## config.mk

```make
export PLATFORM = sky130hd
export DESIGN_NAME = shift16_unit
export DESIGN_NICKNAME = d
export VERILOG_FILES = /design/src/rtl/shift16_pkg.sv /design/src/rtl/shift16_barrel.sv /design/src/rtl/shift16_ctrl.sv /design/src/rtl/shift16_unit.sv
export SDC_FILE = /design/constraint.sdc
export NUM_CORES = 1
export LEC_CHECK = 0
export ABC_AREA = 1
export BUFFER_PORTS_ARGS = -buffer_cell sky130_fd_sc_hd__buf_2
export CORE_ASPECT_RATIO = 1.4
export CORE_MARGIN = 10
export CORE_UTILIZATION = 49
export CTS_CLUSTER_SIZE = 28
export DETAILED_ROUTE_END_ITERATION = 8
export GPL_TIMING_DRIVEN = 1
export HOLD_SLACK_MARGIN = 0.06
export PLACE_DENSITY = 0.72
export SLEW_MARGIN = 20
export SYNTH_ARGS = -nofsm -noshare
export SYNTH_HDL_FRONTEND = slang
export SYNTH_SLANG_ARGS = --single-unit
```

## constraint.sdc

```tcl
create_clock -name clk_i -period 3.1 [get_ports clk_i]
set_input_delay 0.62 -clock clk_i [delete_from_list [all_inputs] [get_ports clk_i]]
set_output_delay 0.62 -clock clk_i [all_outputs]
set_load 0.01 [all_outputs]
```

## src/rtl/shift16_pkg.sv

```systemverilog
package shift16_pkg;
  typedef enum logic [2:0] {
    OP_LSR = 3'd0,
    OP_ROR = 3'd1,
    OP_ASR = 3'd2,
    OP_ASL = 3'd3,
    OP_ROL = 3'd4
  } op_e;

  typedef enum logic [2:0] {
    ST_IDLE, ST_RD_HI, ST_RD_LO, ST_EXEC, ST_WR_HI, ST_WR_LO, ST_FIN
  } st_e;

  typedef struct packed {
    logic n;
    logic z;
    logic v;
    logic c;
  } ccr_t;
endpackage

```

## src/rtl/shift16_barrel.sv

```systemverilog
module shift16_barrel import shift16_pkg::*; #(
  parameter int unsigned DW = 16,
  parameter int unsigned CW = 8
) (
  input  logic [DW-1:0] val_i,
  input  logic [CW-1:0] cnt_i,
  input  op_e           op_i,
  input  ccr_t          ccr_i,
  output logic [DW-1:0] res_o,
  output ccr_t          ccr_o
);
  localparam int unsigned SW = $clog2(DW);

  logic          big;
  logic          in_word;
  logic [SW-1:0] sh;
  logic [CW-1:0] r_idx;
  logic [CW-1:0] l_idx;
  logic          v_chg;

  assign big     = cnt_i >= CW'(DW);
  assign in_word = (cnt_i != '0) && (cnt_i <= CW'(DW));
  assign sh      = big ? '0 : cnt_i[SW-1:0];
  assign r_idx   = cnt_i - CW'(1);
  assign l_idx   = CW'(DW) - cnt_i;

  // sign of bit DW-1 changes at some step of the left shift
  always_comb begin
    v_chg = 1'b0;
    if (big) v_chg = |val_i;
    else
      for (int k = 1; k < DW; k++)
        if ((k <= int'(cnt_i)) && (val_i[DW-1-k] != val_i[DW-1])) v_chg = 1'b1;
  end

  always_comb begin
    res_o = val_i;
    ccr_o = ccr_i;
    if (cnt_i != '0) begin
      unique case (op_i)
        OP_ASR: begin
          res_o   = big ? {DW{val_i[DW-1]}} : DW'($signed(val_i) >>> sh);
          ccr_o.c = in_word ? val_i[r_idx[SW-1:0]] : 1'b0;
        end
        OP_ASL: begin
          res_o   = big ? '0 : (val_i << sh);
          ccr_o.c = in_word ? val_i[l_idx[SW-1:0]] : 1'b0;
          ccr_o.v = v_chg;
        end
        default: begin
          res_o   = big ? '0 : (val_i >> sh);
          ccr_o.c = in_word ? val_i[r_idx[SW-1:0]] : 1'b0;
        end
      endcase
      ccr_o.n = res_o[DW-1];
      ccr_o.z = (res_o == '0);
    end
  end
endmodule

```

## src/rtl/shift16_ctrl.sv

```systemverilog
module shift16_ctrl import shift16_pkg::*; #(
  parameter int unsigned CW = 8
) (
  input  logic          clk_i,
  input  logic          rst_ni,
  input  logic          start_i,
  input  logic          mode_i,
  input  logic [CW-1:0] cnt_i,
  input  logic          ind_q_i,
  input  logic          rot_q_i,
  input  logic          mem_ack_i,
  output st_e           st_o,
  output logic          accept_o,
  output logic          first_o,
  output logic          done_o,
  output logic          busy_o
);
  st_e           st_q, st_d;
  logic [CW-1:0] cnt_q;
  logic          first_q;

  assign accept_o = (st_q == ST_IDLE) && start_i;

  always_comb begin
    st_d = st_q;
    unique case (st_q)
      ST_IDLE:  if (start_i) st_d = mode_i ? ST_RD_HI : ((cnt_i == '0) ? ST_FIN : ST_EXEC);
      ST_RD_HI: if (mem_ack_i) st_d = ST_RD_LO;
      ST_RD_LO: if (mem_ack_i)
                  st_d = (cnt_q != '0) ? ST_EXEC : (rot_q_i ? ST_WR_HI : ST_FIN);
      ST_EXEC:  if (cnt_q == CW'(1)) st_d = ind_q_i ? ST_WR_HI : ST_FIN;
      ST_WR_HI: if (mem_ack_i) st_d = ST_WR_LO;
      ST_WR_LO: if (mem_ack_i) st_d = ST_FIN;
      ST_FIN:   st_d = ST_IDLE;
      default:  st_d = ST_IDLE;
    endcase
  end

  always_ff @(posedge clk_i or negedge rst_ni) begin
    if (!rst_ni) begin
      st_q    <= ST_IDLE;
      cnt_q   <= '0;
      first_q <= 1'b0;
    end else begin
      st_q    <= st_d;
      first_q <= (st_d == ST_EXEC) && (st_q != ST_EXEC);
      if (accept_o) cnt_q <= cnt_i;
      else if (st_q == ST_EXEC) cnt_q <= cnt_q - CW'(1);
    end
  end

  assign st_o    = st_q;
  assign first_o = first_q;
  assign done_o  = (st_q == ST_FIN);
  assign busy_o  = (st_q != ST_IDLE) && (st_q != ST_FIN);
endmodule

```

## src/rtl/shift16_unit.sv

```systemverilog
module shift16_unit import shift16_pkg::*; #(
  parameter int unsigned DW = 16,
  parameter int unsigned CW = 8,
  parameter int unsigned AW = 16
) (
  input  logic            clk_i,
  input  logic            rst_ni,
  input  logic            start_i,
  input  logic [2:0]      op_i,
  input  logic            mode_i,
  input  logic [CW-1:0]   imm_i,
  input  logic [CW-1:0]   acc_a_i,
  input  logic [DW-1:0]   acc_d_i,
  input  logic [AW-1:0]   addr_i,
  input  logic [3:0]      ccr_i,
  output logic            mem_req_o,
  output logic            mem_we_o,
  output logic [AW-1:0]   mem_addr_o,
  output logic [DW/2-1:0] mem_wdata_o,
  input  logic [DW/2-1:0] mem_rdata_i,
  input  logic            mem_ack_i,
  output logic            busy_o,
  output logic            done_o,
  output logic            d_we_o,
  output logic [DW-1:0]   result_o,
  output logic [3:0]      ccr_o
);
  localparam int unsigned BW = DW / 2;

  st_e           st;
  logic          accept, first;
  logic [CW-1:0] cnt_sel;
  op_e           op_q;
  logic          ind_q, nz_q;
  logic [CW-1:0] n_q;
  logic [DW-1:0] val_q;
  ccr_t          ccr_q;
  logic [AW-1:0] ea_q;
  logic          rot_q, rol_q, rot_step;
  logic [DW-1:0] bar_res, rot_val;
  ccr_t          bar_ccr;

  assign cnt_sel  = mode_i ? acc_a_i : imm_i;
  assign rot_q    = (op_q == OP_ROL) || (op_q == OP_ROR);
  assign rol_q    = (op_q == OP_ROL);
  assign rot_step = (st == ST_EXEC) && rot_q;
  assign rot_val  = rol_q ? {val_q[DW-2:0], val_q[DW-1]} : {val_q[0], val_q[DW-1:1]};

  shift16_ctrl #(.CW(CW)) u_ctrl (
    .clk_i    (clk_i),
    .rst_ni   (rst_ni),
    .start_i  (start_i),
    .mode_i   (mode_i),
    .cnt_i    (cnt_sel),
    .ind_q_i  (ind_q),
    .rot_q_i  (rot_q),
    .mem_ack_i(mem_ack_i),
    .st_o     (st),
    .accept_o (accept),
    .first_o  (first),
    .done_o   (done_o),
    .busy_o   (busy_o)
  );

  shift16_barrel #(.DW(DW), .CW(CW)) u_barrel (
    .val_i(val_q),
    .cnt_i(n_q),
    .op_i (op_q),
    .ccr_i(ccr_q),
    .res_o(bar_res),
    .ccr_o(bar_ccr)
  );

  always_ff @(posedge clk_i or negedge rst_ni) begin
    if (!rst_ni) begin
      op_q  <= OP_LSR;
      ind_q <= 1'b0;
      nz_q  <= 1'b0;
      n_q   <= '0;
      val_q <= '0;
      ccr_q <= '0;
      ea_q  <= '0;
    end else if (accept) begin
      op_q  <= (op_i > 3'd4) ? OP_LSR : op_e'(op_i);
      ind_q <= mode_i;
      nz_q  <= (cnt_sel != '0);
      n_q   <= cnt_sel;
      val_q <= acc_d_i;
      ccr_q <= ccr_t'(ccr_i);
      ea_q  <= addr_i;
    end else begin
      unique case (st)
        ST_RD_HI: if (mem_ack_i) val_q[DW-1:BW] <= mem_rdata_i;
        ST_RD_LO: if (mem_ack_i) val_q[BW-1:0]  <= mem_rdata_i;
        ST_EXEC: begin
          if (rot_q) begin
            val_q   <= rot_val;
            ccr_q.n <= rot_val[DW-1];
            ccr_q.z <= (rot_val == '0);
          end else if (first) begin
            val_q <= bar_res;
            ccr_q <= bar_ccr;
          end
        end
        default: ;
      endcase
    end
  end

  assign mem_req_o   = (st == ST_RD_HI) || (st == ST_RD_LO) || (st == ST_WR_HI) || (st == ST_WR_LO);
  assign mem_we_o    = (st == ST_WR_HI) || (st == ST_WR_LO);
  assign mem_addr_o  = ((st == ST_RD_LO) || (st == ST_WR_LO)) ? ea_q + AW'(1) : ea_q;
  assign mem_wdata_o = (st == ST_WR_HI) ? val_q[DW-1:BW] : val_q[BW-1:0];
  assign d_we_o      = done_o && !ind_q && (nz_q || rot_q);
  assign result_o    = val_q;
  assign ccr_o       = ccr_q;
endmodule

```

==> results.md <==
- Status: complete, no violations
- Starting Density: 50.61%
- Max-slew headroom: 68.05%
- Endpoint class of the critical path: primary output
- Max Cap Viol: 0
- Share of layout cells above drive strength 1: 17.08%
- GPL Wtd Cong: 1.073
- Worst-path fanout max: 6
- Drt pass-1 iters: 8
- Post-route worst setup slack: 175.5 ps
- Vias per Instance: 6.124
- Post-synth top area share: 24.26%
- Pre-CTS WS: 302.3 ps
- Max Freq: 0.3419 GHz
- WS Path Type: flip-flop to primary output
- Antenna Violating Nets Remaining: 0
- Post-route DRC: 0
- Core area: 12430 um2
- Total GRT Usage: 30.69%
- CP required: 2480 ps
- Clk_lat worst skew: 340 ps
- Total power: 0.001825 W
- I/O pins: 117
- Clock sink count: 61
- DRT iter0 DRCs: 873
- Die Y: 154.1 um
- Largest net degree at the start of global routing: 52
- Max Clock Skew: 9.374 ps
- Async set-or-reset flop fraction in the synthesized netlist: 100.0%
- Ant. Diodes: 0
- First-pass GRT wire length: 42.70 mm
- Hold Path Class: input pin to async pin
- Initial antenna violation count: 0
- Synth top area cells: dfrtp_1 24%, nand2_1 19%, nand3_1 12%, o21ai_0 8.0%, inv_1 5.5%
- Avg WL per Cell: 20.86 um
- Worst Setup Start Kind: flip-flop
- Placed wire-length estimate: 21.38 mm
- Final Critical Period: 2925 ps
- Vias: 8126
- Chip width: 115.8 um
- Area Overhead vs Synth: 18.81%
- Final setup viols: 0
- Max-slew violation count: 0
- Slew @ Worst Pin: 479.3 ps
- Leak pwr: 4.018 nW
- Number of storage elements in the synthesis netlist: 61
- Total negative slack: 0 ps
- Site Rows: 48
- Synth Instances: 1050
- Most used DFF post-synth: dfrtp_1
- Mapped Nets: 1126
- RSZ-0062 raised after global routing: no
- CTS tree: built
- Vias in the first global route: 7855
- Synth area leader: dfrtp_1
- Worst r2r path cells: 13
- Syn Std Cell Area: 6292 um2
- Clock transition at path regs: 50 ps
- CTS buffer count: 9
- YS warnings: 0
- Unique masters post-synth: 48
- Die area: 17840 um2
- Worst vdd ir: 278.2 uV
- H-tree depth: 3
- Crit share post-route: 94.34%
- PortBufs: 116
- EDFF count, synth: 0
- Grt total ovfl: 0
- NumNets Final: 1249
- Syn_area_per_cell: 5.993 um2
- Clk root buf: clkbuf_16
- Hold Fails Final Rpt: 0
- Arr. time, crit path: 2300 ps
- Register area share after synthesis: 24.26%
- WL final: 27.68 mm
- Clk buf depth: 2
- Cell Pwr Density: 244.1 nW/um2
==> synth_stat cells, types with 10 or more instances <==
cell      instances
nand3_1         153
xor2_1           20
o211ai_1         18
nor3_1           14
nand4_1          10
nor2_1           81
dfrtp_1          61
buf_2            13
clkbuf_1         28
inv_1            92
a21oi_1          41
o21ai_0         100
nand2_1         317
o221ai_1         10
==> power breakdown <==
part	total (W)	switching (W)	internal (W)	leakage (nW)
clock	0.000950	0.000350	0.000601	0.139
combinational	0.0000771	0.0000415	0.0000356	3.16
sequential	0.000797	0	0.000797	0.718
total	0.00182	0.000391	0.00143	4.02
==> area by class of cell <==
| cell class | count | area (um2) |
|---|---|---|
| clock buffers | 14 | 274.0 |
| clock inverters | 1 | 5.005 |
| fillers | 1279 | 4956 |
| inverters | 99 | 372.9 |
| multi-input cells | 840 | 4159 |
| flip-flops and latches | 61 | 1526 |
| well taps | 150 | 187.7 |
| repair buffers | 162 | 950.9 |
==> path summary, 6_finish.rpt <==
| kind | startpoint | to | slack, ps |
|---|---|---|---|
| max in group asynchronous | rst_ni | u_ctrl.first_o | 2290 |
| max | u_ctrl.st_o[0] | mem_addr_o[15] | 180 |
| min | rst_ni | ea_q[7] | 130 |
| min reg2reg | nz_q | nz_q | 490 |
| max reg2reg | n_q[6] | result_o[13] | 380 |
| min in group clk_i | addr_i[4] | ea_q[4] | 480 |
==> layer usage <==
metal	up-vias	global-route usage, %	wire length (um)
met5	-	0	0
met3	127	5.452	2382
met1	3724	33.38	9658
met2	497	51.59	13570
met4	0	22.65	2070
li1	3778	-	-
==> flip-flops by register name, summed over array words and instances (netlist names) <==
signal / count
ccr_o: 4
ea_q: 16
ind_q: 1
n_q: 8
nz_q: 1
op_q: 3
result_o: 16
u_ctrl.cnt_q: 8
u_ctrl.first_o: 1
u_ctrl.st_o: 3
==> critical path, stage by stage (launching register included) <==
cell	delay (ps)
dfrtp_1	400
inv_1	130
nand2_1	100
nor2_2	140
a21oi_2	110
nor2_2	220
nand4_1	170
nor3_2	280
nand3_1	130
xnor2_1	140
buf_2	150
==> kinds of logic (layout without fill, tap and decap cells) <==
group,after synthesis,after routing,synth area share (%)
AO/OA/AOI/OAI,203,203,18.83
XOR/XNOR,27,27,3.758
buffers and inverters,149,276,9.962
adder cells (fa/ha/maj),8,8,1.591
AND/OR/NAND/NOR,602,602,41.60
flip-flops,61,61,24.26
==> what timing repair did <==
item | 4_1_cts | 5_1_grt
hold endpoints to repair | 0 | 0
gates cloned | 0 | 0
endpoints found under the setup margin | 2 | 3
resized for setup | 2 | 3
hold buffers | 0 | 0
setup buffers | 0 | 1
pin swaps | 0 | 2
==> placed cells by master (no fill, tap or decap), types with 3 or more instances in the layout <==
cell type  instances
a221oi_1           4
o22ai_1            7
nand2_1          317
inv_2              3
o21ai_1            6
a21oi_1           40
nor2_1            79
nor2_4             3
nand2_2            3
o21ai_0          100
o2111ai_1          3
nor4_1             7
clkinv_1           3
nor3_1            13
o211ai_1          18
nand3_2            4
dfrtp_1           61
clkbuf_8           3
xor2_1            20
nor2_2             4
nand4_1           10
inv_1             92
xnor2_1            7
buf_2            116
ha_1               8
clkbuf_16          9
buf_4             44
nand3_1          153
o221ai_1          10
==> per-stage QoR <==
step	hold WS (ps)	cell area, um2	utilization, %	cells
global placement	464.2	7169	57.67	1311
detailed placement	473.5	7169	57.67	1311
finish	125.2	7476	60.13	1327
global route	135.4	7476	60.13	1327
floorplan	324.4	6292	-	1050
CTS	126.3	7457	59.98	1326
(Power assumes the default switching activity.)
